===== src/rtl/tmr_pkg.sv =====
package tmr_pkg;
  typedef struct packed {
    logic ovf_flag;
    logic ext_flag;
    logic rx_sel;
    logic tx_sel;
    logic trig_en;
    logic run;
    logic ext_cnt;
    logic cap_mode;
  } tmr_ctrl_t;

  typedef enum logic [1:0] {
    ADDR_CTRL = 2'd0,
    ADDR_CNT  = 2'd1,
    ADDR_RLD  = 2'd2
  } tmr_addr_e;
endpackage


===== src/rtl/tmr_edge_sync.sv =====
module tmr_edge_sync #(
  parameter int STAGES = 2
) (
  input  logic clk,
  input  logic rst,
  input  logic pin,
  output logic fall
);
  logic [STAGES-1:0] sync_q;
  logic              prev_q;

  always_ff @(posedge clk) begin
    if (rst) begin
      sync_q <= '1;
      prev_q <= 1'b1;
    end else begin
      sync_q <= {sync_q[STAGES-2:0], pin};
      prev_q <= sync_q[STAGES-1];
    end
  end

  assign fall = prev_q & ~sync_q[STAGES-1];

  // a single edge yields one detect cycle
  a_r3_single_fall: assert property (@(posedge clk) disable iff (rst)
    fall |=> !fall);
endmodule


===== src/rtl/tmr_prescale.sv =====
module tmr_prescale #(
  parameter int DIV = 12,
  localparam int W = (DIV > 1) ? $clog2(DIV) : 1
) (
  input  logic clk,
  input  logic rst,
  output logic tick
);
  logic [W-1:0] div_q;

  always_ff @(posedge clk) begin
    if (rst || div_q == W'(DIV-1)) div_q <= '0;
    else                            div_q <= div_q + 1'b1;
  end

  assign tick = (div_q == W'(DIV-1));

  // enable is one cycle wide
  a_r2_tick_once: assert property (@(posedge clk) disable iff (rst)
    tick |=> !tick);
endmodule


===== src/rtl/tmr_core.sv =====
module tmr_core
  import tmr_pkg::*;
#(
  parameter int CNT_W = 16
) (
  input  logic             clk,
  input  logic             rst,
  input  logic             wr_en,
  input  logic [1:0]       wr_addr,
  input  logic [CNT_W-1:0] wr_data,
  input  logic             pre_tick,
  input  logic             cnt_fall,
  input  logic             trig_fall,
  output tmr_ctrl_t        ctrl,
  output logic [CNT_W-1:0] cnt,
  output logic [CNT_W-1:0] rld,
  output logic             ovf_now
);
  tmr_ctrl_t wr_ctrl;
  logic wr_c, wr_n, wr_r;
  logic baud, tick, ext_evt, cap_evt, rld_evt;

  always_comb begin
    wr_ctrl = tmr_ctrl_t'(wr_data[7:0]);
    wr_c    = wr_en && (wr_addr == ADDR_CTRL);
    wr_n    = wr_en && (wr_addr == ADDR_CNT);
    wr_r    = wr_en && (wr_addr == ADDR_RLD);
    baud    = ctrl.rx_sel | ctrl.tx_sel;
    tick    = ctrl.run & (ctrl.ext_cnt ? cnt_fall : pre_tick);
    ovf_now = tick & (cnt == '1);
    ext_evt = trig_fall & ctrl.trig_en & ~baud;
    cap_evt = ext_evt & ctrl.cap_mode;
    rld_evt = ext_evt & ~ctrl.cap_mode;
  end

  always_ff @(posedge clk) begin
    if (rst) begin
      cnt <= '0;
    end else if (wr_n) begin
      cnt <= wr_data;
    end else if (rld_evt) begin
      cnt <= rld;
    end else if (ovf_now) begin
      cnt <= (baud || !ctrl.cap_mode) ? rld : '0;
    end else if (tick) begin
      cnt <= cnt + 1'b1;
    end
  end

  always_ff @(posedge clk) begin
    if (rst)          rld <= '0;
    else if (wr_r)    rld <= wr_data;
    else if (cap_evt) rld <= cnt;
  end

  always_ff @(posedge clk) begin
    if (rst) begin
      ctrl <= '0;
    end else begin
      if (wr_c) begin
        ctrl.rx_sel   <= wr_ctrl.rx_sel;
        ctrl.tx_sel   <= wr_ctrl.tx_sel;
        ctrl.trig_en  <= wr_ctrl.trig_en;
        ctrl.run      <= wr_ctrl.run;
        ctrl.ext_cnt  <= wr_ctrl.ext_cnt;
        ctrl.cap_mode <= wr_ctrl.cap_mode;
      end
      ctrl.ovf_flag <= ((wr_c ? wr_ctrl.ovf_flag : 1'b1) & ctrl.ovf_flag)
                       | (ovf_now & ~baud);
      ctrl.ext_flag <= ((wr_c ? wr_ctrl.ext_flag : 1'b1) & ctrl.ext_flag)
                       | ext_evt;
    end
  end

  // stopped counter holds
  a_r2_hold: assert property (@(posedge clk) disable iff (rst)
    (!ctrl.run && !rld_evt && !wr_n) |=> $stable(cnt));
  // overflow flag rises only from a non-baud overflow
  a_r4_ovf_src: assert property (@(posedge clk) disable iff (rst)
    $rose(ctrl.ovf_flag) |-> $past(ovf_now && !baud));
  // baud style never raises the overflow flag
  a_r9_no_flag: assert property (@(posedge clk) disable iff (rst)
    (baud && !ctrl.ovf_flag) |=> !ctrl.ovf_flag);
  // external flag rises only from a qualified trigger edge
  a_r11_ext_src: assert property (@(posedge clk) disable iff (rst)
    $rose(ctrl.ext_flag) |-> $past(ext_evt));
  // a disabled trigger leaves the capture register alone
  a_r8_no_cap: assert property (@(posedge clk) disable iff (rst)
    (!ctrl.trig_en && !wr_r) |=> $stable(rld));
endmodule


===== src/rtl/tmr_capreload.sv =====
module tmr_capreload
  import tmr_pkg::*;
#(
  parameter int CNT_W    = 16,
  parameter int PRE_DIV  = 12,
  parameter int SYNC_STG = 2
) (
  input  logic             clk,
  input  logic             rst,
  input  logic             wr_en,
  input  logic [1:0]       wr_addr,
  input  logic [CNT_W-1:0] wr_data,
  input  logic             cnt_pin,
  input  logic             trig_pin,
  input  logic             alt_ovf,
  output logic [7:0]       ctrl_q,
  output logic [CNT_W-1:0] cnt_q,
  output logic [CNT_W-1:0] rld_q,
  output logic             irq,
  output logic             ovf_pulse,
  output logic             rx_clk_pulse,
  output logic             tx_clk_pulse
);
  tmr_ctrl_t ctrl;
  logic pre_tick, cnt_fall, trig_fall, ovf_now;

  tmr_prescale #(.DIV(PRE_DIV)) u_pre (
    .clk(clk), .rst(rst), .tick(pre_tick));

  tmr_edge_sync #(.STAGES(SYNC_STG)) u_cnt_sync (
    .clk(clk), .rst(rst), .pin(cnt_pin), .fall(cnt_fall));

  tmr_edge_sync #(.STAGES(SYNC_STG)) u_trig_sync (
    .clk(clk), .rst(rst), .pin(trig_pin), .fall(trig_fall));

  tmr_core #(.CNT_W(CNT_W)) u_core (
    .clk(clk), .rst(rst), .wr_en(wr_en), .wr_addr(wr_addr),
    .wr_data(wr_data), .pre_tick(pre_tick), .cnt_fall(cnt_fall),
    .trig_fall(trig_fall), .ctrl(ctrl), .cnt(cnt_q), .rld(rld_q),
    .ovf_now(ovf_now));

  always_ff @(posedge clk) begin
    if (rst) begin
      ovf_pulse    <= 1'b0;
      rx_clk_pulse <= 1'b0;
      tx_clk_pulse <= 1'b0;
    end else begin
      ovf_pulse    <= ovf_now;
      rx_clk_pulse <= ctrl.rx_sel ? ovf_now : alt_ovf;
      tx_clk_pulse <= ctrl.tx_sel ? ovf_now : alt_ovf;
    end
  end

  assign ctrl_q = ctrl;
  assign irq    = ctrl.ovf_flag | ctrl.ext_flag;

  // own overflow reaches the selected direction
  a_r10_rx_own: assert property (@(posedge clk) disable iff (rst)
    ($past(ctrl.rx_sel) && ovf_pulse) |-> rx_clk_pulse);
  a_r10_tx_own: assert property (@(posedge clk) disable iff (rst)
    ($past(ctrl.tx_sel) && ovf_pulse) |-> tx_clk_pulse);
endmodule


===== config.mk =====
export PLATFORM = sky130hd
export DESIGN_NAME = tmr_capreload
export DESIGN_NICKNAME = d
export VERILOG_FILES = /design/src/rtl/tmr_pkg.sv /design/src/rtl/tmr_edge_sync.sv /design/src/rtl/tmr_prescale.sv /design/src/rtl/tmr_core.sv /design/src/rtl/tmr_capreload.sv
export SDC_FILE = /design/constraint.sdc
export NUM_CORES = 1
export LEC_CHECK = 0
export BUFFER_PORTS_ARGS = -buffer_cell sky130_fd_sc_hd__buf_4
export CAP_MARGIN = 20
export CELL_PAD_IN_SITES_DETAIL_PLACEMENT = 0
export CELL_PAD_IN_SITES_GLOBAL_PLACEMENT = 1
export CORE_UTILIZATION = 43
export DETAILED_ROUTE_END_ITERATION = 10
export PLACE_DENSITY = 0.89
export SYNTH_ARGS = -nofsm -noshare
export SYNTH_HDL_FRONTEND = slang
export SYNTH_HIERARCHICAL = 1
export SYNTH_SLANG_ARGS = --single-unit

===== constraint.sdc =====
create_clock -name clk -period 3.7 [get_ports clk]
set_clock_uncertainty 0.2 [all_clocks]
set_input_delay 0.37 -clock clk [delete_from_list [all_inputs] [get_ports clk]]
set_output_delay 0.37 -clock clk [all_outputs]
set_load 0.02 [all_outputs]

==> results.py, run 1 <==
metrics = {
    "status": {
        "outcome": "finished, final reports clean",
    },
    "detailed_routing": {
        "num_vias": 2552,
        "drc_errors": 0,
        "antenna_left": 0,
        "first_pass_iters": 4,
        "vias_per_cell": 5.65,
        "wl_um": 7130,
        "drt_first_iter_violations": 85,
        "route.detailed.wl_per_inst_um": 15.8,
    },
    "clock_network": {
        "clockRootBuffer": "clkbuf_8",
        "cts-resized-gates": 0,
        "htreeDepth": 2,
        "cts.path.max_buffers": 2,
        "hold_buffers": 0,
        "cts_buffers": 5,
        "clock-sinks": 53,
        "worstSkewPairLatency_ns": 0.30,
        "clk_pin_slew_ns": 0.09,
        "cts_tree": "built",
        "cts_setup_buffers": 0,
    },
    "critical_path": {
        "crit_path_end_kind": "flop",
        "slowest_stage": "or4_4",
        "cp-start-kind": "flop",
        "required_ns": 3.71,
        "critPathKind": "flop to flop",
        "cp_cell_sequence": "ha_1, nand3_4, or4_4, o22ai_4, a31oi_1, a2111oi_2",
        "arrival_ns": 2.72,
        "cp_max_fo": 12,
        "slowest_delay_ns": 0.59,
        "r2r_cells": 6,
    },
    "cells_and_area": {
        "fin_nets": 400,
        "area_growth_pct": 22.7,
        "drive_gt1_frac": 0.267,
        "n_antenna_cell": 0,
        "postLayoutCellArea_um2": 3460,
        "n_fill_cell": 604,
        "utilization": 0.544,
        "ff_latch_area_um2": 1060,
        "multi_input_area_um2": 1670,
    },
    "timing": {
        "setup_violations": 0,
        "report.final.hold_viol_count": 0,
        "fin_crit_sh": 0.734,
        "hold_slack_ns": 0.0371,
        "max_freq_ghz": 0.368,
        "tns_ns": 0,
        "finalMaxSlewViolations": 0,
        "relSlewSlack": 0.470,
        "rsz0062_at_grt": "false",
        "worstMarginPinSlew_ns": 0.792,
        "fin_crit_ns": 2.71,
    },
    "floorplan": {
        "die_w_um": 82.9,
        "dieArea_um2": 6880,
        "die_height_um": 82.9,
        "coreArea_um2": 6350,
        "io_pins": 68,
        "row_count": 29,
        "initial_core_util": 0.444,
    },
    "yosys": {
        "ys.flop_type": "dfxtp_1",
        "synth_area_leaders": "dfxtp_1 38%, mux2i_1 11%, nor2_1 5.7%",
        "synth_nets": 341,
        "synth_area_um2": 2820,
        "syn_avg_cell_area_um2": 8.94,
        "async_flop_share": 0,
        "synth_cells": 315,
        "synthTopCellsByCount": "53 x dfxtp_1, 43 x nor2_1, 30 x mux2i_1",
        "synth-edff-count": 0,
        "yosysSeqAreaShare": 0.377,
        "ys_seq_elements": 53,
        "synth-warning-count": 6,
        "yosysUniqueCellTypes": 56,
        "yosysMostFrequentCell": "dfxtp_1",
        "synth_top_area_frac": 0.377,
        "synth_largest_area_cell": "dfxtp_1",
    },
    "global_route": {
        "antenna_found_initial": 0,
        "grt_util_met1": 0.271,
        "grt_pass1_vias": 2335,
        "grt_max_degree": 57,
        "met3_usage": 0.0398,
        "grt_usage": 0.207,
        "grt.busiest_layer": "met2",
        "grt_pass1_wl_um": 11600,
        "grtUsageMet2": 0.341,
        "grt-ovfl-total": 0,
    },
    "placed_design": {
        "placed_area_um2": 3360,
        "io_buffers": 67,
        "place_hpwl_um": 5000,
        "gp_congestion": 0.857,
    },
    "power": {
        "ir_worst_vdd_uv": 157,
        "power.density_nw_per_um2": 328,
        "p_leak_nw": 1.45,
        "fin_total_pwr_w": 0.00113,
    },
    "worst_hold_path": {
        "whs_path_depth": 2,
        "hp-class": "input port to flop",
    },
    "flow_run": {
        "maxCapViolCount": 0,
    },
}
[sequential cells by signal, indices dropped and copies added (netlist names)]
register / cells
u_core/cnt: 16
u_cnt_sync/sync_q: 2
u_core/rld: 16
u_trig_sync/prev_q: 1
u_core/ctrl: 8
ovf_pulse: 1
u_trig_sync/sync_q: 2
rx_clk_pulse: 1
u_pre/div_q: 4
u_cnt_sync/prev_q: 1
tx_clk_pulse: 1
[per-stage QoR]
stage	std cells	worst slack, ns
after floorplan	315	1.29
after global placement	443	1.05
after detailed placement	443	1.00
after CTS	451	0.976
after global routing	452	0.770
final	452	0.985
[power breakdown]
part | internal (W) | leakage (nW) | switching (W)
logic | 0.0000879 | 0.969 | 0.0000987
clock network | 0.000132 | 0.0450 | 0.000186
registers | 0.000597 | 0.434 | 0.0000323
total | 0.000816 | 1.45 | 0.000317
[final cells by class]
class,instances,area share
well taps,77,0.0279
clock buffers,6,0.0210
repair buffers,71,0.155
inverters,2,0.00217
multi-input cells,241,0.484
flip-flops and latches,53,0.307
clock inverters,2,0.00290
[worst paths after layout]
path              slack, ns              endpoint                  from
setup / recovery       0.99         u_core/cnt[0]         u_core/cnt[0]
hold / removal         0.04  u_cnt_sync/sync_q[0]               cnt_pin
setup reg to reg       0.99         u_core/cnt[0]         u_core/cnt[0]
hold reg to reg        0.22  u_cnt_sync/sync_q[1]  u_cnt_sync/sync_q[0]
[cell usage in the layout, fill, tap and decap left out, types with 3 or more instances in the layout]
cell type  count
clkbuf_8       5
a211oi_1      18
xnor2_1        8
or2_1          7
dfxtp_1       53
nor2b_1        3
mux2_1         3
nor2_1        43
nand3_1       14
a2111oi_2      6
mux2i_1       30
a31oi_1        6
nor3_1        13
a21oi_1        9
or3_1          5
nand2_1       25
buf_4         70
o21ai_0        3
a21o_1         4
xor2_1         6
[layer usage]
layer	vias up	share of wire
li1	1254	-
met1	1225	0.46
met2	67	0.48
met3	6	0.042
met4	0	0.014
met5	-	0
[critical path: cells and delay by family, from the launching register on]
family	cells	cell delay [ns]
adders and majority gates	1	0.27
AOI/OAI and AO/OA	3	0.96
DFF	1	0.45
and+or+nand+nor	2	0.73
[kinds of logic after synthesis]
family          after synthesis  synth area share
buf+inv                      21            0.0307
simple gates                137             0.261
compound gates               53             0.153
xor+xnor                     14            0.0435
mux                          35             0.127
fa+ha+maj                     2           0.00888
flops                        53             0.377
(Power assumes the default switching activity.)
==> run 2: changes to the inputs <==
--- a/config.mk
+++ b/config.mk
@@ -5,13 +5,14 @@
 export SDC_FILE = /design/constraint.sdc
 export NUM_CORES = 1
 export LEC_CHECK = 0
+export ABC_AREA = 1
 export BUFFER_PORTS_ARGS = -buffer_cell sky130_fd_sc_hd__buf_4
 export CAP_MARGIN = 20
 export CELL_PAD_IN_SITES_DETAIL_PLACEMENT = 0
 export CELL_PAD_IN_SITES_GLOBAL_PLACEMENT = 1
-export CORE_UTILIZATION = 43
+export CORE_UTILIZATION = 38
 export DETAILED_ROUTE_END_ITERATION = 10
-export PLACE_DENSITY = 0.89
+export PLACE_DENSITY = 0.84
 export SYNTH_ARGS = -nofsm -noshare
 export SYNTH_HDL_FRONTEND = slang
 export SYNTH_HIERARCHICAL = 1
==> constraint.sdc (replaced) <==
create_clock -name clk -period 2.6 [get_ports clk]
set_clock_uncertainty 0.2 [all_clocks]
set_input_delay 0.26 -clock clk [delete_from_list [all_inputs] [get_ports clk]]
set_output_delay 0.26 -clock clk [all_outputs]
set_load 0.02 [all_outputs]
==> run 2 against run 1 <==
Critical endpoint is now u_core/cnt[6]; critical path depth grew 6; power up 53%; non-clock buffer count grew 11; critical path type unchanged; worst setup slack got worse by 0.65 ns; combinational power grew 61%; via count up 12%; synthesized cell count is 26% higher; final area increased by 3.0%; sequential power rose by 43%.
==> results.py, run 2 <==
metrics = {
    "yosys": {
        "syn_avg_cell_area_um2": 7.08,
        "synth_top_area_frac": 0.378,
        "synth_nets": 422,
        "synth-warning-count": 6,
        "synth_area_leaders": "dfxtp_1 38%, nand2_1 9.8%, o21ai_0 6.4%",
        "synth_area_um2": 2810,
        "ys.flop_type": "dfxtp_1",
        "synth_cells": 396,
        "synthTopCellsByCount": "73 x nand2_1, 53 x dfxtp_1, 45 x inv_1",
        "ys_seq_elements": 53,
        "synth_largest_area_cell": "dfxtp_1",
        "yosysUniqueCellTypes": 33,
        "synth-edff-count": 0,
        "yosysSeqAreaShare": 0.378,
        "yosysMostFrequentCell": "nand2_1",
        "async_flop_share": 0,
    },
    "power": {
        "pwr-share-seq": 0.519,
        "comb_power_share": 0.173,
        "fin_total_pwr_w": 0.00173,
        "p_leak_nw": 1.57,
        "p_sw_frac": 0.292,
        "ir_worst_vdd_uv": 268,
        "p_sw_w": 0.000507,
        "power.density_nw_per_um2": 487,
        "p_int_w": 0.00123,
        "power_frac_clock": 0.308,
    },
    "placed_design": {
        "gp_congestion": 0.880,
        "place_hpwl_um": 5650,
        "io_buffers": 67,
        "placed_area_um2": 3390,
    },
    "critical_path": {
        "critPathKind": "flop to flop",
        "crit_family": "simple AND/OR/NAND/NOR gates",
        "crit_path_end_kind": "flop",
        "worstSetupEndpoint": "u_core/cnt[6]",
        "required_ns": 2.61,
        "r2r-start": "u_pre/div_q[0]",
        "slowest_delay_ns": 0.42,
        "arrival_ns": 2.28,
        "ff2ff_setup_slack_ns": 0.34,
        "cp_max_fo": 12,
        "cp-start-kind": "flop",
        "cp_cell_sequence": "ha_1, nand3_1, inv_1, inv_1, nand2_1, nand3_1, nand3_2, inv_2, nor2_2, o21ai_0, a21oi_1, nor2_1",
        "regToRegEndpoint": "u_core/cnt[6]",
        "path_depth": 12,
        "startpoint": "u_pre/div_q[0]",
        "r2r_cells": 12,
        "slowest_stage": "nor2_2",
        "critPathBufInv": 3,
    },
    "detailed_routing": {
        "vias_per_cell": 5.07,
        "route.detailed.wl_per_inst_um": 14.1,
        "num_vias": 2850,
        "drt_first_iter_violations": 150,
        "first_pass_iters": 4,
        "drc_errors": 0,
        "wl_um": 7920,
        "antenna_left": 0,
    },
    "floorplan": {
        "die_w_um": 87.9,
        "row_count": 30,
        "io_pins": 68,
        "coreArea_um2": 6940,
        "initial_core_util": 0.404,
        "dieArea_um2": 7730,
        "die_height_um": 87.9,
    },
    "global_route": {
        "grt_usage": 0.214,
        "grt_pass1_vias": 2496,
        "grt-ovfl-total": 0,
        "antenna_found_initial": 0,
        "grt_max_degree": 32,
        "grt_pass1_wl_um": 12700,
    },
    "clock_network": {
        "cts.path.max_buffers": 2,
        "htreeDepth": 2,
        "cts_buffers": 5,
        "cts_tree": "built",
        "worstSkewPairLatency_ns": 0.31,
        "clk_pin_slew_ns": 0.10,
        "clock-sinks": 53,
        "clockRootBuffer": "clkbuf_8",
    },
    "flow_run": {
        "maxCapViolCount": 0,
    },
    "cells_and_area": {
        "final_cell_mix": "76 x buf_4, 73 x nand2_1, 53 x dfxtp_1, 45 x inv_1, 41 x nor2_1",
        "drive_gt1_frac": 0.247,
        "n_fill_cell": 730,
        "final_common_cell": "buf_4",
        "fin_nets": 491,
        "area_growth_pct": 26.9,
        "n_antenna_cell": 0,
        "postLayoutCellArea_um2": 3560,
        "largestRegisters": "u_core/cnt (16), u_core/rld (16), u_core/ctrl (8)",
    },
    "timing": {
        "finalMaxSlewViolations": 0,
        "fin_crit_sh": 0.870,
        "setup_violations": 0,
        "max_freq_ghz": 0.442,
        "rsz0062_at_grt": "false",
        "fin_crit_ns": 2.26,
        "worstMarginPinSlew_ns": 0.537,
        "relSlewSlack": 0.642,
        "report.final.hold_viol_count": 0,
        "tns_ns": 0,
    },
    "status": {
        "outcome": "finished, final reports clean",
    },
    "worst_hold_path": {
        "hp-class": "input port to flop",
    },
}
## run 2: timing repair
action	4_1_cts	5_1_grt
setup buffers	0	0
resized for setup	0	0
hold buffers	6	0
hold endpoints to repair	7	0
## run 2: logic make-up after synthesis
group / share of synthesized area
AOI/OAI and AO/OA: 0.184
xor gates and xnor gates: 0.0312
adders and majority gates: 0.00892
buffers and inverters: 0.103
DFF: 0.378
and+or+nand+nor: 0.295
## run 2: how the worst min path moves through the flow
stage / cells past startpoint / slack [ns] / from / endpoint
finish: 2 / 0.03 / rst / u_core/ctrl[6]
global placement: 2 / 0.18 / u_cnt_sync/sync_q[0] / u_cnt_sync/sync_q[1]
detailed placement: 2 / 0.19 / u_cnt_sync/sync_q[0] / u_cnt_sync/sync_q[1]
CTS: 2 / 0.02 / rst / u_core/ctrl[6]
global route: 2 / 0.03 / rst / u_core/cnt[14]
floorplan: 1 / 0.13 / rst / u_core/cnt[13]
## run 2: cell type report
cell class,instances,area (um2),area share
Multi-Input combinational cell,273,1460,0.409
Sequential cell,53,1060,0.298
Timing Repair Buffer,82,631,0.177
Inverter,50,188,0.0527
Tap cell,96,120,0.0337
Clock buffer,7,96.3,0.0271
Clock inverter,1,8.76,0.00246
## run 2: metrics by stage
stage	util	std cells	setup slack, ns	hold slack, ns
after global placement	0.489	548	0.447	0.183
after global routing	0.513	562	0.0450	0.0322
after CTS	0.513	562	0.315	0.0215
final	0.513	562	0.337	0.0269
after floorplan	-	396	0.654	0.129
after detailed placement	0.489	548	0.338	0.189
## run 2: metal layers
metal  global-route usage  vias to the layer above  share of wire  wire length [um]
li1                     -                     1451              -                 -
met4               0.0686                        0          0.013               106
met2                0.339                       93           0.46              3630
met1                0.301                     1298           0.47              3690
met5                    0                        -              0                 0
met3               0.0292                        8          0.062               491
## run 2: power by group through the flow
stage | combinational, W | sequential (W) | clock (W)
after CTS | 0.000301 | 0.000901 | 0.000551
after floorplan | 0.000132 | 0.000946 | 0
final | 0.000301 | 0.000900 | 0.000534
after global routing | 0.000330 | 0.000907 | 0.000587
after detailed placement | 0.000294 | 0.000919 | 0
after global placement | 0.000290 | 0.000918 | 0
